==> config.mk <==
export PLATFORM = sky130hd
export DESIGN_NAME = link_cfg_select
export DESIGN_NICKNAME = d
export VERILOG_FILES = /design/src/rtl/lcs_pkg.sv /design/src/rtl/lcs_demand.sv /design/src/rtl/lcs_fit.sv /design/src/rtl/lcs_rate_pick.sv /design/src/rtl/link_cfg_select.sv
export SDC_FILE = /design/constraint.sdc
export NUM_CORES = 1
export LEC_CHECK = 0
export ABC_AREA = 1
export BUFFER_PORTS_ARGS = -buffer_cell sky130_fd_sc_hd__clkbuf_2
export CORE_MARGIN = 2
export CORE_UTILIZATION = 25
export DETAILED_ROUTE_END_ITERATION = 8
export SYNTH_ARGS = -nofsm -noshare
export SYNTH_HDL_FRONTEND = slang
export SYNTH_HIERARCHICAL = 1
export SYNTH_SLANG_ARGS = --single-unit
==> constraint.sdc <==
create_clock -name clk -period 5.3 [get_ports clk]
set_input_delay 0 -clock clk [delete_from_list [all_inputs] [get_ports clk]]
set_output_delay 0 -clock clk [all_outputs]
set_load 0.05 [all_outputs]
==> src/rtl/lcs_pkg.sv <==
package lcs_pkg;
    typedef enum logic [1:0] {
        ST_IDLE = 2'd0,
        ST_LANE = 2'd1,
        ST_RATE = 2'd2
    } lcs_state_t;
endpackage

==> src/rtl/lcs_demand.sv <==
// Bandwidth demand: pixel clock times bits per pixel.
module lcs_demand #(
    parameter int PIX_W = 20,
    parameter int BPC_W = 4,
    parameter int BPP_W = 6,
    parameter int DEM_W = PIX_W + BPP_W
) (
    input  logic [PIX_W-1:0] pix,
    input  logic [BPC_W-1:0] bpc,
    output logic [DEM_W-1:0] demand
);
    logic [BPP_W-1:0] bpp;

    always_comb begin
        if (bpc == '0)
            bpp = BPP_W'(24);
        else
            bpp = BPP_W'(bpc) + (BPP_W'(bpc) << 1);
        demand = DEM_W'(pix) * DEM_W'(bpp);
    end
endmodule

==> src/rtl/lcs_fit.sv <==
// Capacity test: demand <= rate * (1 << lane_sh) * 8, done with shifts only.
module lcs_fit #(
    parameter int DEM_W  = 26,
    parameter int RATE_W = 20,
    parameter int SH_W   = 2,
    parameter int CMP_W  = 48
) (
    input  logic [DEM_W-1:0]  demand,
    input  logic [RATE_W-1:0] rate,
    input  logic [SH_W-1:0]   lane_sh,
    output logic              fits
);
    logic [CMP_W-1:0] base;
    logic [CMP_W-1:0] capacity;

    always_comb begin
        base     = CMP_W'(rate);
        capacity = (base << 3) << lane_sh;
        fits     = (CMP_W'(demand) <= capacity);
    end
endmodule

==> src/rtl/lcs_rate_pick.sv <==
// Candidate rate for the current rate trial, and whether it is taken untested.
module lcs_rate_pick #(
    parameter int RATE_W   = 20,
    parameter int RATE_LO  = 162000,
    parameter int RATE_MID = 270000,
    parameter int RATE_HI  = 540000
) (
    input  logic [1:0]        rate_ix,
    input  logic              hi_ok,
    input  logic              force_mid,
    input  logic [RATE_W-1:0] rate_max,
    output logic [RATE_W-1:0] cand,
    output logic              no_test
);
    always_comb begin
        cand    = RATE_W'(RATE_LO);
        no_test = 1'b0;
        if (force_mid) begin
            cand    = RATE_W'(RATE_MID);
            no_test = 1'b1;
        end else begin
            unique case (rate_ix)
                2'd0: cand = RATE_W'(RATE_LO);
                2'd1: cand = RATE_W'(RATE_MID);
                2'd2: begin
                    if (hi_ok) begin
                        cand = RATE_W'(RATE_HI);
                    end else begin
                        cand    = rate_max;
                        no_test = 1'b1;
                    end
                end
                default: begin
                    cand    = rate_max;
                    no_test = 1'b1;
                end
            endcase
        end
    end
endmodule

==> src/rtl/link_cfg_select.sv <==
module link_cfg_select
    import lcs_pkg::*;
#(
    parameter int PIX_W       = 20,
    parameter int BPC_W       = 4,
    parameter int RATE_W      = 20,
    parameter int MAX_LANE_SH = 2,
    parameter int RATE_LO     = 162000,
    parameter int RATE_MID    = 270000,
    parameter int RATE_HI     = 540000
) (
    input  logic                   clk,
    input  logic                   rst_n,
    input  logic                   start,
    input  logic [PIX_W-1:0]       pix_khz,
    input  logic [BPC_W-1:0]       bpc,
    input  logic [RATE_W-1:0]      sink_rate_max,
    input  logic [MAX_LANE_SH:0]   sink_lanes_max,
    input  logic                   sink_hi_rate_ok,
    input  logic                   force_mid_rate,
    output logic                   done,
    output logic [RATE_W-1:0]      sel_rate,
    output logic [MAX_LANE_SH:0]   sel_lanes,
    output logic                   mode_ok
);
    localparam int LANE_W = MAX_LANE_SH + 1;
    localparam int SH_W   = (MAX_LANE_SH > 1) ? $clog2(MAX_LANE_SH + 1) : 1;
    localparam int BPP_W  = (BPC_W + 2 > 5) ? BPC_W + 2 : 5;
    localparam int DEM_W  = PIX_W + BPP_W;
    localparam int CMP_W  = DEM_W + RATE_W + MAX_LANE_SH + 3;

    lcs_state_t state_q, state_d;

    // Captured request
    logic [PIX_W-1:0]  pix_q;
    logic [BPC_W-1:0]  bpc_q;
    logic [RATE_W-1:0] rmax_q;
    logic [LANE_W-1:0] lmax_q;
    logic              hi_q;
    logic              force_q;

    // Search position
    logic [SH_W-1:0]   lane_sh_q;
    logic [1:0]        rate_ix_q;

    logic [DEM_W-1:0]  demand;
    logic [RATE_W-1:0] cand;
    logic              no_test;
    logic [RATE_W-1:0] cmp_rate;
    logic              fits;
    logic [LANE_W-1:0] lane_cnt;
    logic              lane_cap;
    logic              lane_stop;
    logic              rate_stop;

    lcs_demand #(
        .PIX_W (PIX_W),
        .BPC_W (BPC_W),
        .BPP_W (BPP_W),
        .DEM_W (DEM_W)
    ) u_demand (
        .pix    (pix_q),
        .bpc    (bpc_q),
        .demand (demand)
    );

    lcs_rate_pick #(
        .RATE_W   (RATE_W),
        .RATE_LO  (RATE_LO),
        .RATE_MID (RATE_MID),
        .RATE_HI  (RATE_HI)
    ) u_rate_pick (
        .rate_ix   (rate_ix_q),
        .hi_ok     (hi_q),
        .force_mid (force_q),
        .rate_max  (rmax_q),
        .cand      (cand),
        .no_test   (no_test)
    );

    // Lane trials run at the sink maximum, rate trials at the candidate.
    assign cmp_rate = (state_q == ST_LANE) ? rmax_q : cand;

    lcs_fit #(
        .DEM_W  (DEM_W),
        .RATE_W (RATE_W),
        .SH_W   (SH_W),
        .CMP_W  (CMP_W)
    ) u_fit (
        .demand  (demand),
        .rate    (cmp_rate),
        .lane_sh (lane_sh_q),
        .fits    (fits)
    );

    always_comb begin
        lane_cnt  = LANE_W'(1) << lane_sh_q;
        lane_cap  = (lane_sh_q == SH_W'(MAX_LANE_SH)) || (lane_cnt >= lmax_q);
        lane_stop = lane_cap || fits;
        rate_stop = no_test || fits;
    end

    // State register
    always_ff @(posedge clk) begin
        if (!rst_n)
            state_q <= ST_IDLE;
        else
            state_q <= state_d;
    end

    // Transitions
    always_comb begin
        state_d = state_q;
        unique case (state_q)
            ST_IDLE: if (start)     state_d = ST_LANE;
            ST_LANE: if (lane_stop) state_d = ST_RATE;
            ST_RATE: if (rate_stop) state_d = ST_IDLE;
            default:                state_d = ST_IDLE;
        endcase
    end

    // Request capture and search position
    always_ff @(posedge clk) begin
        if (!rst_n) begin
            pix_q     <= '0;
            bpc_q     <= '0;
            rmax_q    <= '0;
            lmax_q    <= '0;
            hi_q      <= 1'b0;
            force_q   <= 1'b0;
            lane_sh_q <= '0;
            rate_ix_q <= '0;
        end else begin
            unique case (state_q)
                ST_IDLE: begin
                    if (start) begin
                        pix_q     <= pix_khz;
                        bpc_q     <= bpc;
                        rmax_q    <= sink_rate_max;
                        lmax_q    <= sink_lanes_max;
                        hi_q      <= sink_hi_rate_ok;
                        force_q   <= force_mid_rate;
                        lane_sh_q <= '0;
                        rate_ix_q <= '0;
                    end
                end
                ST_LANE: begin
                    if (!lane_stop)
                        lane_sh_q <= lane_sh_q + SH_W'(1);
                end
                ST_RATE: begin
                    if (!rate_stop)
                        rate_ix_q <= rate_ix_q + 2'd1;
                end
                default: ;
            endcase
        end
    end

    // Registered results
    always_ff @(posedge clk) begin
        if (!rst_n) begin
            done      <= 1'b0;
            sel_rate  <= '0;
            sel_lanes <= '0;
            mode_ok   <= 1'b0;
        end else begin
            done <= 1'b0;
            if ((state_q == ST_RATE) && rate_stop) begin
                done      <= 1'b1;
                sel_rate  <= cand;
                sel_lanes <= lane_cnt;
                mode_ok   <= !((cand == RATE_W'(RATE_HI)) && !hi_q);
            end
        end
    end
endmodule

==> run_summary.xml <==
<?xml version="1.0" encoding="UTF-8"?>
<metrics>
  <group name="grt">
    <metric name="antenna_violations_before_repair" unit="">0</metric>
    <metric name="grt_pass1_wl" unit="um">43500</metric>
    <metric name="grt_max_degree" unit="">78</metric>
    <metric name="gr-usage-all-layers" unit="">0.139</metric>
    <metric name="global_route.overflow_total" unit="">0</metric>
    <metric name="grt_pass1_vias" unit="">8807</metric>
  </group>
  <group name="placement">
    <metric name="io_buf_count" unit="">76</metric>
    <metric name="gp_congestion" unit="">0.862</metric>
    <metric name="dpl-instance-area" unit="mm2">0.0105</metric>
    <metric name="dp_hpwl" unit="um">20100</metric>
    <metric name="dp_slack" unit="ns">-0.643</metric>
  </group>
  <group name="critical_path">
    <metric name="worst_setup_path_end_kind" unit="">flop</metric>
    <metric name="cpLargestDelayFamily" unit="">adder cells</metric>
    <metric name="reg2reg_to" unit="">lane_sh_q[0]</metric>
    <metric name="criticalPathCategory" unit="">reg -&gt; reg</metric>
    <metric name="reg2reg_depth" unit="">36</metric>
    <metric name="timing.critical_path.from_type" unit="">flop</metric>
    <metric name="regToRegSetupSlack" unit="ns">-0.57</metric>
    <metric name="rr_startpoint" unit="">bpc_q[1]</metric>
    <metric name="worst-endpoint-arrival" unit="ns">6.11</metric>
    <metric name="crit_path_frequent_cell" unit="">sky130_fd_sc_hd__nand2_2</metric>
    <metric name="critical-path-max-stage-delay" unit="ns">0.53</metric>
    <metric name="cpMaxStageDelayCell" unit="">sky130_fd_sc_hd__fa_1</metric>
    <metric name="critical_path.max_fanout" unit="">5</metric>
    <metric name="cp_num_buf_inv" unit="">9</metric>
    <metric name="worst-endpoint-required" unit="ns">5.55</metric>
  </group>
  <group name="pwr">
    <metric name="power.density_cell_area" unit="mW/mm2">418</metric>
    <metric name="fin_total_pwr" unit="W">0.00512</metric>
    <metric name="net-switching-power" unit="W">0.00248</metric>
    <metric name="power.ir.vdd_worst" unit="mV">0.316</metric>
    <metric name="internal_power" unit="W">0.00264</metric>
    <metric name="combinationalPowerShare" unit="">0.698</metric>
    <metric name="fraction_of_power_consumed_by_the_clock_network" unit="">0.142</metric>
    <metric name="leakage_power_total" unit="nW">6.15</metric>
    <metric name="sw_frac_of_total" unit="">0.484</metric>
    <metric name="seqPwrFrac" unit="">0.160</metric>
  </group>
  <group name="timing">
    <metric name="total_count_of_hold_check_failures_in_the_final_report" unit="">0</metric>
    <metric name="final_max_slew_viol_count" unit="">0</metric>
    <metric name="final_critical_path_setup_slack" unit="ns">-0.565</metric>
    <metric name="max-slew-margin-rel" unit="">0.290</metric>
    <metric name="post-route-min-period" unit="ns">5.87</metric>
    <metric name="max_slew.worst_pin.slew" unit="ns">1.06</metric>
    <metric name="setup-violations-final" unit="">31</metric>
    <metric name="setup_repair_after_global_routing_missed_its_margin" unit="">true</metric>
    <metric name="setup_total_negative_slack" unit="ns">-15.80</metric>
    <metric name="finClkSkew" unit="ns">0.0117</metric>
    <metric name="clock.fmax" unit="MHz">170</metric>
    <metric name="min_period_over_period" unit="">1.11</metric>
  </group>
  <group name="layout">
    <metric name="layout.nets" unit="">1799</metric>
    <metric name="num-fill-cells" unit="">3790</metric>
    <metric name="insertedDiodeCount" unit="">0</metric>
    <metric name="area.growth.synth_to_final" unit="%">35.6</metric>
    <metric name="area_of_all_placed_cells_without_fillers" unit="mm2">0.0122</metric>
    <metric name="layout.cells.most_common" unit="">sky130_fd_sc_hd__nand2_1</metric>
    <metric name="drive_above_1_share" unit="">0.249</metric>
    <metric name="mostFrequentLayoutCells" unit="">351 x sky130_fd_sc_hd__nand2_1, 232 x sky130_fd_sc_hd__inv_1, 180 x sky130_fd_sc_hd__nor2_1, 78 x sky130_fd_sc_hd__dfxtp_1, 76 x sky130_fd_sc_hd__clkbuf_2</metric>
  </group>
  <group name="flow_run">
    <metric name="drv_cap" unit="">0</metric>
  </group>
  <group name="clock_tree">
    <metric name="clock_latency" unit="ns">0.36</metric>
    <metric name="cts_root_buffer" unit="">sky130_fd_sc_hd__clkbuf_16</metric>
    <metric name="clock-sinks" unit="">80</metric>
    <metric name="ctsLongestPathBuffers" unit="">2</metric>
    <metric name="tritoncts_clock_tree" unit="">yes</metric>
    <metric name="htreeDepth" unit="">3</metric>
    <metric name="cts_buffers" unit="">9</metric>
    <metric name="cts.clk_slew.worst_paths" unit="ns">0.07</metric>
  </group>
  <group name="floorplanning">
    <metric name="die-height" unit="um">194</metric>
    <metric name="dieArea" unit="mm2">0.0377</metric>
    <metric name="floorplan.core_area" unit="mm2">0.0356</metric>
    <metric name="starting_density_of_the_core" unit="">0.254</metric>
    <metric name="fp-row-count" unit="">69</metric>
    <metric name="floorplan.io_pins" unit="">77</metric>
    <metric name="die_span_in_x" unit="um">194</metric>
  </group>
  <group name="logic_synthesis">
    <metric name="synth_cells" unit="">1423</metric>
    <metric name="synth_top_cell_area_share" unit="">0.177</metric>
    <metric name="netlist-cell-type-count" unit="">36</metric>
    <metric name="syn-cell-area" unit="mm2">0.00903</metric>
    <metric name="number_of_flip_flops_and_latches_in_the_synthesized_netlist" unit="">80</metric>
    <metric name="yosysSeqAreaShare" unit="">0.177</metric>
    <metric name="ys_top_cells_by_area" unit="">sky130_fd_sc_hd__dfxtp_1 18%, sky130_fd_sc_hd__nand2_1 17%, sky130_fd_sc_hd__fa_1 16%, sky130_fd_sc_hd__inv_1 11%, sky130_fd_sc_hd__ha_1 9.6%</metric>
    <metric name="synth_warnings" unit="">6</metric>
    <metric name="post_synthesis_cell_type_with_the_largest_combined_area" unit="">sky130_fd_sc_hd__dfxtp_1</metric>
    <metric name="synth_fp_nets" unit="">1618</metric>
    <metric name="postSynthAreaPerCell" unit="um2">6.35</metric>
  </group>
  <group name="detailed_routing">
    <metric name="vias" unit="">9146</metric>
    <metric name="wl_per_cell" unit="um">12.9</metric>
    <metric name="drt_total_wl" unit="um">26800</metric>
    <metric name="routed_via_density" unit="">4.42</metric>
    <metric name="drtIter0Drc" unit="">492</metric>
    <metric name="firstDrtPassIters" unit="">5</metric>
    <metric name="remaining_drc_errors" unit="">0</metric>
    <metric name="drt.antenna.violating_nets" unit="">0</metric>
  </group>
  <group name="worst_hold_path">
    <metric name="worstHoldEndpoint" unit="">lane_sh_q[1]</metric>
    <metric name="hold_path.class" unit="">in -&gt; reg</metric>
    <metric name="hold_path_startpoint" unit="">rst_n</metric>
    <metric name="min_path_cells" unit="">4</metric>
  </group>
  <group name="status">
    <metric name="violations" unit="">negative setup slack</metric>
    <metric name="run_status" unit="">complete, but fails checks</metric>
  </group>
</metrics>
## layer usage
layer / GRT usage / part of all wire
met3: 0.0186 / 0.036
met4: 0.0267 / 0.012
met1: 0.192 / 0.48
met2: 0.232 / 0.47
met5: 0 / 0
## worst max path at each step
| stage | startpoint | to | cells past startpoint |
|---|---|---|---|
| finish | bpc_q[1] | lane_sh_q[0] | 36 |
| floorplan | bpc_q[1] | sel_lanes[1] | 33 |
| CTS | bpc_q[1] | lane_sh_q[0] | 34 |
| global placement | bpc_q[1] | mode_ok | 37 |
| detailed placement | bpc_q[2] | lane_sh_q[0] | 37 |
| global route | bpc_q[1] | sel_rate[9] | 31 |
## cells by family after synthesis
| kind of cell | count (synthesis) | synth area share |
|---|---|---|
| compound gates | 157 | 0.0892 |
| simple gates | 708 | 0.317 |
| xor+xnor | 10 | 0.00970 |
| buf+inv | 324 | 0.146 |
| mux | 1 | 0.00111 |
| fa+ha+maj | 143 | 0.260 |
| flops | 80 | 0.177 |
## what timing repair did
item,in CTS,in global routing
endpoints found under the setup margin,31,31
buffers inserted,8,7
pin swaps,53,43
gates cloned,3,3
hold buffers,49,0
hold endpoints to repair,49,0
resized for setup,59,153
## metrics by stage
stage	hold WS [ns]	utilization	instances
CTS	0.266	0.328	2060
detailed placement	0.260	0.296	1984
finish	0.288	0.344	2070
global route	0.331	0.344	2070
floorplan	0.164	-	1423
global placement	0.247	0.296	1984
## area by class of cell
class	count	area, um2	share of cell area
Clock buffer	9	225	0.0184
Inverter	278	1050	0.0860
Multi-Input combinational cell	1019	6930	0.566
Timing Repair Buffer	216	1740	0.142
Clock inverter	7	106	0.00868
Tap cell	461	577	0.0471
Sequential cell	80	1610	0.131
## power groups by stage
| stage | Sequential, W | Clock, W | Combinational, W |
|---|---|---|---|
| finish | 0.000820 | 0.000725 | 0.00358 |
| global route | 0.000836 | 0.000764 | 0.00398 |
| CTS | 0.000815 | 0.000738 | 0.00317 |
| detailed placement | 0.000828 | 0 | 0.00296 |
| global placement | 0.000827 | 0 | 0.00292 |
| floorplan | 0.000921 | 0 | 0.00192 |
## cell usage after synthesis, drive strengths merged
master  count
a21oi      47
a31oi       1
and2        1
buf        33
clkbuf     13
dfxtp      80
fa         74
ha         69
inv       278
mux2i       1
nand2     434
nand3      46
nand3b      2
nand4      10
nor2      206
nor3        7
o21ai     109
or2         2
xnor2       1
xor2        9
## registers in the layout, indices dropped and copies added (netlist names), 2 cells and up
signal     cells
sel_lanes      3
bpc_q          4
rate_ix_q      2
sel_rate      20
lane_sh_q      2
pix_q         20
lmax_q         3
rmax_q        20
state_q        2
## worst reg2reg max path, delay by kind of cell (launching register included)
kind                       cells  cell delay, ns
xor gates and xnor gates       1            0.20
adders and majority gates      7            2.57
buffers and inverters          9            0.83
DFF                            1            0.37
and+or+nand+nor               19            1.81
No activity file was read; power rests on OpenSTA's default activity.
